**config.mk**
```make
export PLATFORM = sky130hd
export DESIGN_NAME = routeRepeater
export DESIGN_NICKNAME = d
export VERILOG_FILES = /design/src/rtl/rptr_pkg.sv /design/src/rtl/rptr_ctrl.sv /design/src/rtl/rptr_dpath.sv /design/src/rtl/routeRepeater.sv
export SDC_FILE = /design/constraint.sdc
export NUM_CORES = 1
export LEC_CHECK = 0
export BUFFER_PORTS_ARGS = -buffer_cell sky130_fd_sc_hd__buf_2
export CORE_UTILIZATION = 40
export DETAILED_ROUTE_END_ITERATION = 12
export PLACE_DENSITY = 0.78
export SLEW_MARGIN = 25
export SYNTH_ARGS = -nofsm -noshare
export SYNTH_HDL_FRONTEND = slang
export SYNTH_SLANG_ARGS = --single-unit
```
**constraint.sdc**
```tcl
create_clock -name vclk -period 1.1
set_input_delay 0 -clock vclk [all_inputs]
set_output_delay 0 -clock vclk [all_outputs]
set_load 0.005 [all_outputs]
```
**src/rtl/rptr_pkg.sv**
```systemverilog
package rptr_pkg;
  localparam int NUM_SIDES = 2;
  localparam int WIRES_PER_SIDE = 2;
  localparam int NUM_CONN = NUM_SIDES * WIRES_PER_SIDE;
  localparam int CODE_W = 3;

  // Per-connection select strobes from control to datapath
  typedef struct packed {
    logic oppGlobal;
    logic oppSector;
    logic sameSide;
    logic illegal;
  } drvStrobe_t;

  // Index helpers: c = side*2 + kind, kind 0 = sector, 1 = global
  function automatic int oppGlobalIdx(input int c);
    return ((c / WIRES_PER_SIDE) ^ 1) * WIRES_PER_SIDE + 1;
  endfunction

  function automatic int oppSectorIdx(input int c);
    return ((c / WIRES_PER_SIDE) ^ 1) * WIRES_PER_SIDE;
  endfunction

  function automatic int sameOtherIdx(input int c);
    return (c / WIRES_PER_SIDE) * WIRES_PER_SIDE + ((c % WIRES_PER_SIDE) ^ 1);
  endfunction
endpackage

```
**src/rtl/rptr_ctrl.sv**
```systemverilog
module rptr_ctrl
  import rptr_pkg::*;
(
  input  logic [NUM_CONN*CODE_W-1:0]  drvCode,
  output drvStrobe_t [NUM_CONN-1:0]   strobes
);
  for (genvar c = 0; c < NUM_CONN; c++) begin : g_dec
    logic [CODE_W-1:0] code;
    assign code = drvCode[c*CODE_W +: CODE_W];
    always_comb begin
      strobes[c] = '0;
      unique case (code)
        3'b000: ;
        3'b100: strobes[c].oppGlobal = 1'b1;
        3'b010: strobes[c].oppSector = 1'b1;
        3'b001: strobes[c].sameSide  = 1'b1;
        default: strobes[c].illegal  = 1'b1;
      endcase
    end
  end
endmodule

```
**src/rtl/rptr_dpath.sv**
```systemverilog
module rptr_dpath
  import rptr_pkg::*;
#(
  parameter int WIDTH = 4
) (
  input  logic [NUM_CONN*WIDTH-1:0] wireIn,
  input  drvStrobe_t [NUM_CONN-1:0] strobes,
  output logic [NUM_CONN*WIDTH-1:0] wireOut,
  output logic [NUM_CONN-1:0]       driveEn,
  output logic [NUM_CONN-1:0]       codeErr
);
  for (genvar c = 0; c < NUM_CONN; c++) begin : g_conn
    localparam int OG = oppGlobalIdx(c);
    localparam int OS = oppSectorIdx(c);
    localparam int SO = sameOtherIdx(c);
    logic [WIDTH-1:0] outVal;
    always_comb begin
      outVal = '0;
      if (strobes[c].oppGlobal) outVal = wireIn[OG*WIDTH +: WIDTH];
      if (strobes[c].oppSector) outVal = wireIn[OS*WIDTH +: WIDTH];
      if (strobes[c].sameSide)  outVal = wireIn[SO*WIDTH +: WIDTH];
    end
    assign wireOut[c*WIDTH +: WIDTH] = outVal;
    assign driveEn[c] = strobes[c].oppGlobal | strobes[c].oppSector | strobes[c].sameSide;
    assign codeErr[c] = strobes[c].illegal;
  end
endmodule

```
**src/rtl/routeRepeater.sv**
```systemverilog
module routeRepeater
  import rptr_pkg::*;
#(
  parameter int WIDTH = 4
) (
  input  logic [NUM_CONN*WIDTH-1:0]  wireIn,
  input  logic [NUM_CONN*CODE_W-1:0] drvCode,
  output logic [NUM_CONN*WIDTH-1:0]  wireOut,
  output logic [NUM_CONN-1:0]        driveEn,
  output logic [NUM_CONN-1:0]        codeErr
);
  drvStrobe_t [NUM_CONN-1:0] strobes;

  rptr_ctrl u_ctrl (
    .drvCode (drvCode),
    .strobes (strobes)
  );

  rptr_dpath #(.WIDTH(WIDTH)) u_dpath (
    .wireIn  (wireIn),
    .strobes (strobes),
    .wireOut (wireOut),
    .driveEn (driveEn),
    .codeErr (codeErr)
  );
endmodule

```
# Yosys cells after proc, flatten, opt, wreduce, memory -nomap -nowiden
# Cells that the tools add are included.
dict set report totals {
  regBits 0
  latch_bits 0
  mem_bits_rw 0
  romBits 0
  input_bits 28
  output_inout_bits 24
  wordCells 56
  n_memories 0
}
dict set report op_classes {
  add_sub_neg 0
  mul 0
  n_div 0
  n_lt_le_gt_ge 0
  eq_ne 12
  shift 0
  n_mux 28
  bitwise 8
  n_reduce_logical 8
}
# cell count
set ops {}
lappend ops {{two-way mux 4 bit} 12}
lappend ops {{two-way mux 1 bit} 16}
lappend ops {{OR reduction 4 bit} 4}
lappend ops {{equality test 3 x 1 -> 1 bit (second input constant)} 4}
lappend ops {{equality test 3 x 2 -> 1 bit (second input constant)} 4}
lappend ops {{equality test 3 bit (second input constant)} 4}
lappend ops {{zero test 3 bit} 4}
lappend ops {{OR 1 bit} 8}

# Depth between registers and ports, before layout
# Gate-level depths: netlist of run 1.
dict set report depth {
  ltp_word 5
  ltp_mapped 3
  depth_no_buf 2
}

# Modules after synthesis
# A second synthesis of run 1 with hierarchy kept.
dict set report unflattened {
  hier_cells 88
  area_unflattened_um2 570.5
}
# module instances cells_each area_each_um2 seq_area_each_um2
set modules_own_cells {}
lappend modules_own_cells {rptr_dpath 1 72 435.4 0.0}
lappend modules_own_cells {rptr_ctrl 1 16 135.1 0.0}

# Worst setup path after synthesis of run 1
# Ideal clock, no wire load.
dict set report synth_timing {
  path_type {input to output}
  startpoint {input drvCode[11]}
  endpoint {output wireOut[15]}
  arrival_time_ns 0.604
  t_required_ns 1.100
  path_slack_ns 0.496
  path_stages 3
  path_buffers 1
  path_cell_list {buf_6 and4bb_1 or3_1}
}
dict set report synth_between {
  elab_chain_len 5
  word_cells_on_any_way 9
  cone_classes {3 x eq/ne; 6 x mux}
}
# element line
set synth_lines {}
lappend synth_lines {{start, declared} routeRepeater.sv:7} ;# input logic [NUM_CONN*CODE_W-1:0] drvCode,
lappend synth_lines {{equality test 3 bit} rptr_ctrl.sv:12} ;# unique case (code)
lappend synth_lines {{two-way mux 1 bit} rptr_ctrl.sv:12}
lappend synth_lines {{two-way mux 4 bit} rptr_dpath.sv:19} ;# if (strobes[c].oppGlobal) outVal = wireIn[OG*WIDTH +: WIDTH];
lappend synth_lines {{two-way mux 4 bit} rptr_dpath.sv:20} ;# if (strobes[c].oppSector) outVal = wireIn[OS*WIDTH +: WIDTH];
lappend synth_lines {{two-way mux 4 bit *} rptr_dpath.sv:21} ;# if (strobes[c].sameSide) outVal = wireIn[SO*WIDTH +: WIDTH];
lappend synth_lines {{end, declared} routeRepeater.sv:8} ;# output logic [NUM_CONN*WIDTH-1:0] wireOut,
# Every way passes the cells marked *; elsewhere a longest branch is shown, timed or not.

# Final worst setup path of run 1
dict set report layout_timing {
  startpoint {input drvCode[9]}
  endpoint {output wireOut[15]}
}
# The elaborated chain is that of the path after synthesis.

==> out/summary.txt, run 1 <==
Status - completed
Detailed Routing Iterations Pass 1 - 4
Maxcap violations - 0
Grt total ovfl - 0
Fmax - 1072 MHz
Crit start category - input pin
Die Area - 0.002041 sq mm
Initial Utilization - 0.4272
RSZ-0062 raised after global routing - false
# rows - 15
Post-CTS setup buffer count - 0
Hold Crit Class - in2out
CORE AREA - 0.001745 sq mm
Routed length per instance - 14.70 microns
FF+latch area - 0 sq um
Slew @ Worst Pin - 319.8 ps
Via density - 6.079
Layout cells sized above 1 - 0.4603
Seq cells - 0
Met2 Usage GRT - 0.3652
Via count - 918
ANT cells - 0
Die width - 45.18 microns
Min Tclk post-route - 932.9 ps
Syn_nets - 114
Die H - 45.18 microns
Cell Area, Synth - 745.7 sq um
Synth warn - 0
Critical path destination - wireOut[15]
Multi-input gate area - 655.6 sq um
Drc violations - 0
Vias in the first global route - 699
Pins over their slew limit - 0
Post-synthesis area per instance - 8.671 sq um
Cts hold-fix bufs - 0
Remaining antenna violation count after routing - 0
Worst-path maximum fanout - 13
Overall routed net length - 2.220 mm
Count of cell types in the netlist - 14
Place WS - 169.7 ps
Layer with the highest usage - met2
CP required - 1100 ps
VDD IR max - 193.7 uV
Final HPWL DP - 1.725 mm
Largest net degree at the start of global routing - 14
Rel. slew slack - 0.7839
Tot GR Track Use - 0.2041
Clock buffer cells - 0
Crit path arrival time - 930 ps
Post-CTS sizing - 0
CP Launch Point - drvCode[9]
Ports - 52
Endpoints failing setup - 0
Critical path class - in2out
Fill cell count - 166
Pwr/cell area - 365.6 mW/mm^2
Port-buffer cells - 52
Gpl congestion - 0.7634
Sequential fraction of the synthesis area - 0
Pleak - 0.5551 nW
GRT met1 Usage - 0.2667
Global Route met3 Usage - 0.01600
# nets final - 156
Setup ws final - 167.1 ps
First-pass GRT wire length - 3.215 mm
Final period utilization - 0.8481
WHS - 312.5 ps
Post-Synthesis Cells - 86
DR iter-0 viols - 23
Initial antenna violation count - 0
Worst setup EP type - primary output
Endpoints failing hold - 0
Setup TNS - 0 ps
Syn-to-layout area delta - 27.01%
[worst max-delay path: stages]
cell	delay [ps]
buf_2	210
and4bb_2	260
or3_1	330
buf_2	130
[cells in the mapped netlist (3+ instances only)]
master    count  area [sq um]
nor4bb_1     28         280.3
a211o_1      14         122.6
nand2_1       8         30.03
buf_4         7         52.55
and4bb_1      4         50.05
nor3b_2       4         50.05
o21a_1        4         30.03
xor2_1        4         35.03
buf_2         3         15.01
o21ai_1       3         15.01
[through the flow]
stage | instance area, sq um | power (mW) | cells | utilization
after floorplan | 745.7 | 0.2167 | 86 | -
after global placement | 947.2 | 0.3312 | 151 | 0.5427
after detailed placement | 947.2 | 0.3429 | 151 | 0.5427
after CTS | 947.2 | 0.3438 | 151 | 0.5427
after global routing | 947.2 | 0.3750 | 151 | 0.5427
final | 947.2 | 0.3462 | 151 | 0.5427
[worst min path at each step]
stage	cells after the start	from	to
4_1_cts	3	wireIn[7]	wireOut[11]
5_1_grt	3	wireIn[5]	wireOut[9]
3_5_place_dp	3	wireIn[7]	wireOut[11]
2_1_floorplan	1	wireIn[12]	wireOut[0]
6_report	3	wireIn[5]	wireOut[13]
3_3_place_gp	3	wireIn[2]	wireOut[6]
[power breakdown]
group	internal, mW	switching, mW
clock network	0	0
registers	0	0
logic	0.178	0.168
[kinds of logic (layout without fill, tap and decap cells)]
logic type,after synthesis,after routing,share of synthesized area
compound gates,22,22,0.2315
xor+xnor,4,4,0.04698
buf+inv,12,52,0.1208
simple gates,48,48,0.6007
[routing by layer]
layer  share of wire  vias up  routed length, microns
met5               0        -                       0
met1            0.43      426                     947
met3           0.068        2                     150
li1                -      444                       -
met2            0.50       46                    1102
met4          0.0095        0                      21
[final cells by class]
| class | count | area share |
|---|---|---|
| timing repair buffer | 52 | 0.2748 |
| tap | 25 | 0.03303 |
| multi-input combinational | 74 | 0.6922 |
[layout by cell type, fill, tap and decap left out, drive strengths merged]
master  count
a211o      14
and4bb      6
buf        52
nand2       8
nor3b       4
nor4bb     28
o21a        4
o21ai       4
or3         2
xor2        4
No activity file was read; power rests on OpenSTA's default activity.
==> inputs of run 2 (changes only) <==
- clock period: 1.1 -> 0.95 ns (I/O delays scaled with it)
==> run 2 against run 1 <==
- total power grew 20%
- combinational power grew 20%
- critical path depth is the same
- sequential cell count is the same
- sequential share of layout area is the same
- via count shrank 3.9%
- count of clock-buffer cells in the layout is the same
- die area is the same
- critical path type unchanged
- critical endpoint is now wireOut[3]
==> out/summary.txt, run 2 (synthesis gave the netlist of run 1 again) <==
Status - completed
Final period utilization - 0.9397
Final HPWL DP - 1.734 mm (+0.51%)
Critical path class - in2out
Setup TNS - 0 ps (unchanged)
Multi-input gate area - 655.6 sq um (unchanged)
Clock buffer cells - 0 (unchanged)
Seq cells - 0 (unchanged)
Crit start category - input pin
VDD IR max - 208.3 uV (+7.5%)
Fill cell count - 165 (-0.60%)
Endpoints failing setup - 0 (unchanged)
Initial Utilization - 0.4272 (unchanged)
Pins over their slew limit - 0 (unchanged)
Worst setup EP type - primary output
Layout cells sized above 1 - 0.4809 (+0.02060)
CORE AREA - 0.001745 sq mm (unchanged)
Detailed Routing Iterations Pass 1 - 4 (unchanged)
Design area - 984.7 sq um (+4.0%)
Vias in the first global route - 733 (+4.9%)
FF+latch area - 0 sq um (unchanged)
Routed length per instance - 14.01 microns (-4.7%)
Post-Place Cell Area - 984.7 sq um (+4.0%)
Gpl congestion - 0.7875 (+3.2%)
DR iter-0 viols - 30 (+30%)
Largest net degree at the start of global routing - 13 (-1)
CP required - 950 ps (-150 ps)
Hold Crit Class - in2out
Die width - 45.18 microns (unchanged)
Commonest cells after routing, fill and taps aside - buf_2 (52), nor4bb_1 (28), a211o_1 (14), nand2_1 (8), buf_4 (5)
Drc violations - 0 (unchanged)
Fmax - 1120 MHz
# rows - 15 (unchanged)
Ports - 52 (unchanged)
Die Area - 0.002041 sq mm (unchanged)
Tot GR Track Use - 0.2132 (+0.009053)
Syn-to-layout area delta - 32.05%
Cts hold-fix bufs - 0 (unchanged)
Port-buffer cells - 52 (unchanged)
Hold Path Depth - 3 (unchanged)
Post-CTS sizing - 0 (unchanged)
Endpoints failing hold - 0 (unchanged)
Slew @ Worst Pin - 309.1 ps (-10.71 ps)
Pwr/cell area - 422.1 mW/mm^2 (+15%)
Min Tclk post-route - 892.7 ps
First-pass GRT wire length - 3.408 mm (+6.0%)
Initial antenna violation count - 0 (unchanged)
# nets final - 161 (+3.2%)
Crit path arrival time - 890 ps (-40 ps)
Via density - 5.654 (-7.0%)
Hold Path End - wireOut[4]
Commonest non-fill, non-tap cell in the layout - buf_2
Overall routed net length - 2.186 mm (-1.5%)
Grt total ovfl - 0 (unchanged)
Worst-path maximum fanout - 12 (-1)
Rel. slew slack - 0.7911 (+0.007236)
Die H - 45.18 microns (unchanged)
Post-CTS setup buffer count - 0 (unchanged)
ANT cells - 0 (unchanged)
Hold Crit Start - wireIn[0]
RSZ-0062 raised after global routing - false
Via count - 882 (-3.9%)
Pleak - 0.5792 nW (+4.3%)
Maxcap violations - 0 (unchanged)
Remaining antenna violation count after routing - 0 (unchanged)
run 2: cell types whose count changed in the layout (fill, tap and decap cells not counted):
| cell | before | now |
|---|---|---|
| buf_4 | 0 | 5 |
run 2: worst max-delay path by stage:
stage / startpoint / to / cells past startpoint
after detailed placement: drvCode[2] / wireOut[3] / 4
after CTS: drvCode[2] / wireOut[3] / 4
after global placement: drvCode[2] / wireOut[3] / 4
final: drvCode[2] / wireOut[3] / 4
after floorplan: drvCode[11] / wireOut[15] / 3
after global routing: drvCode[2] / wireOut[3] / 4
run 2: worst max-delay path, cell delays in order:
cell	delay, ps
buf_2	190
and4bb_2	250
or3_1	330
buf_2	130
run 2: routing by layer:
layer	track usage	wire length (microns)	share of wire
met3	0	98	0.045
met2	0.3710	1066	0.49
met1	0.3119	1021	0.47
met4	0	0	0
met5	0	0	0
run 2: area by class of cell:
class                      instances  area share
tap                               25     0.03177
multi-input combinational         74      0.6658
timing repair buffer              57      0.3024
run 2: where the power goes:
| group | internal [mW] | leakage, nW | switching (mW) | total (mW) |
|---|---|---|---|---|
| clock | 0 | 0 | 0 | 0 |
| sequential | 0 | 0 | 0 | 0 |
| combinational | 0.220 | 0.579 | 0.196 | 0.416 |
run 2: metrics by stage:
step           utilization  power (mW)  worst slack [ps]  std cells  hold slack (ps)
2_1_floorplan            -      0.2509             346.2         86            106.6
3_3_place_gp        0.5642      0.4004             84.22        156            301.7
3_5_place_dp        0.5642      0.4109             69.24        156            310.8
4_1_cts             0.5642      0.4131             63.82        156            312.4
5_1_grt             0.5642      0.4563             19.47        156            319.9
6_report            0.5642      0.4157             57.31        156            307.0
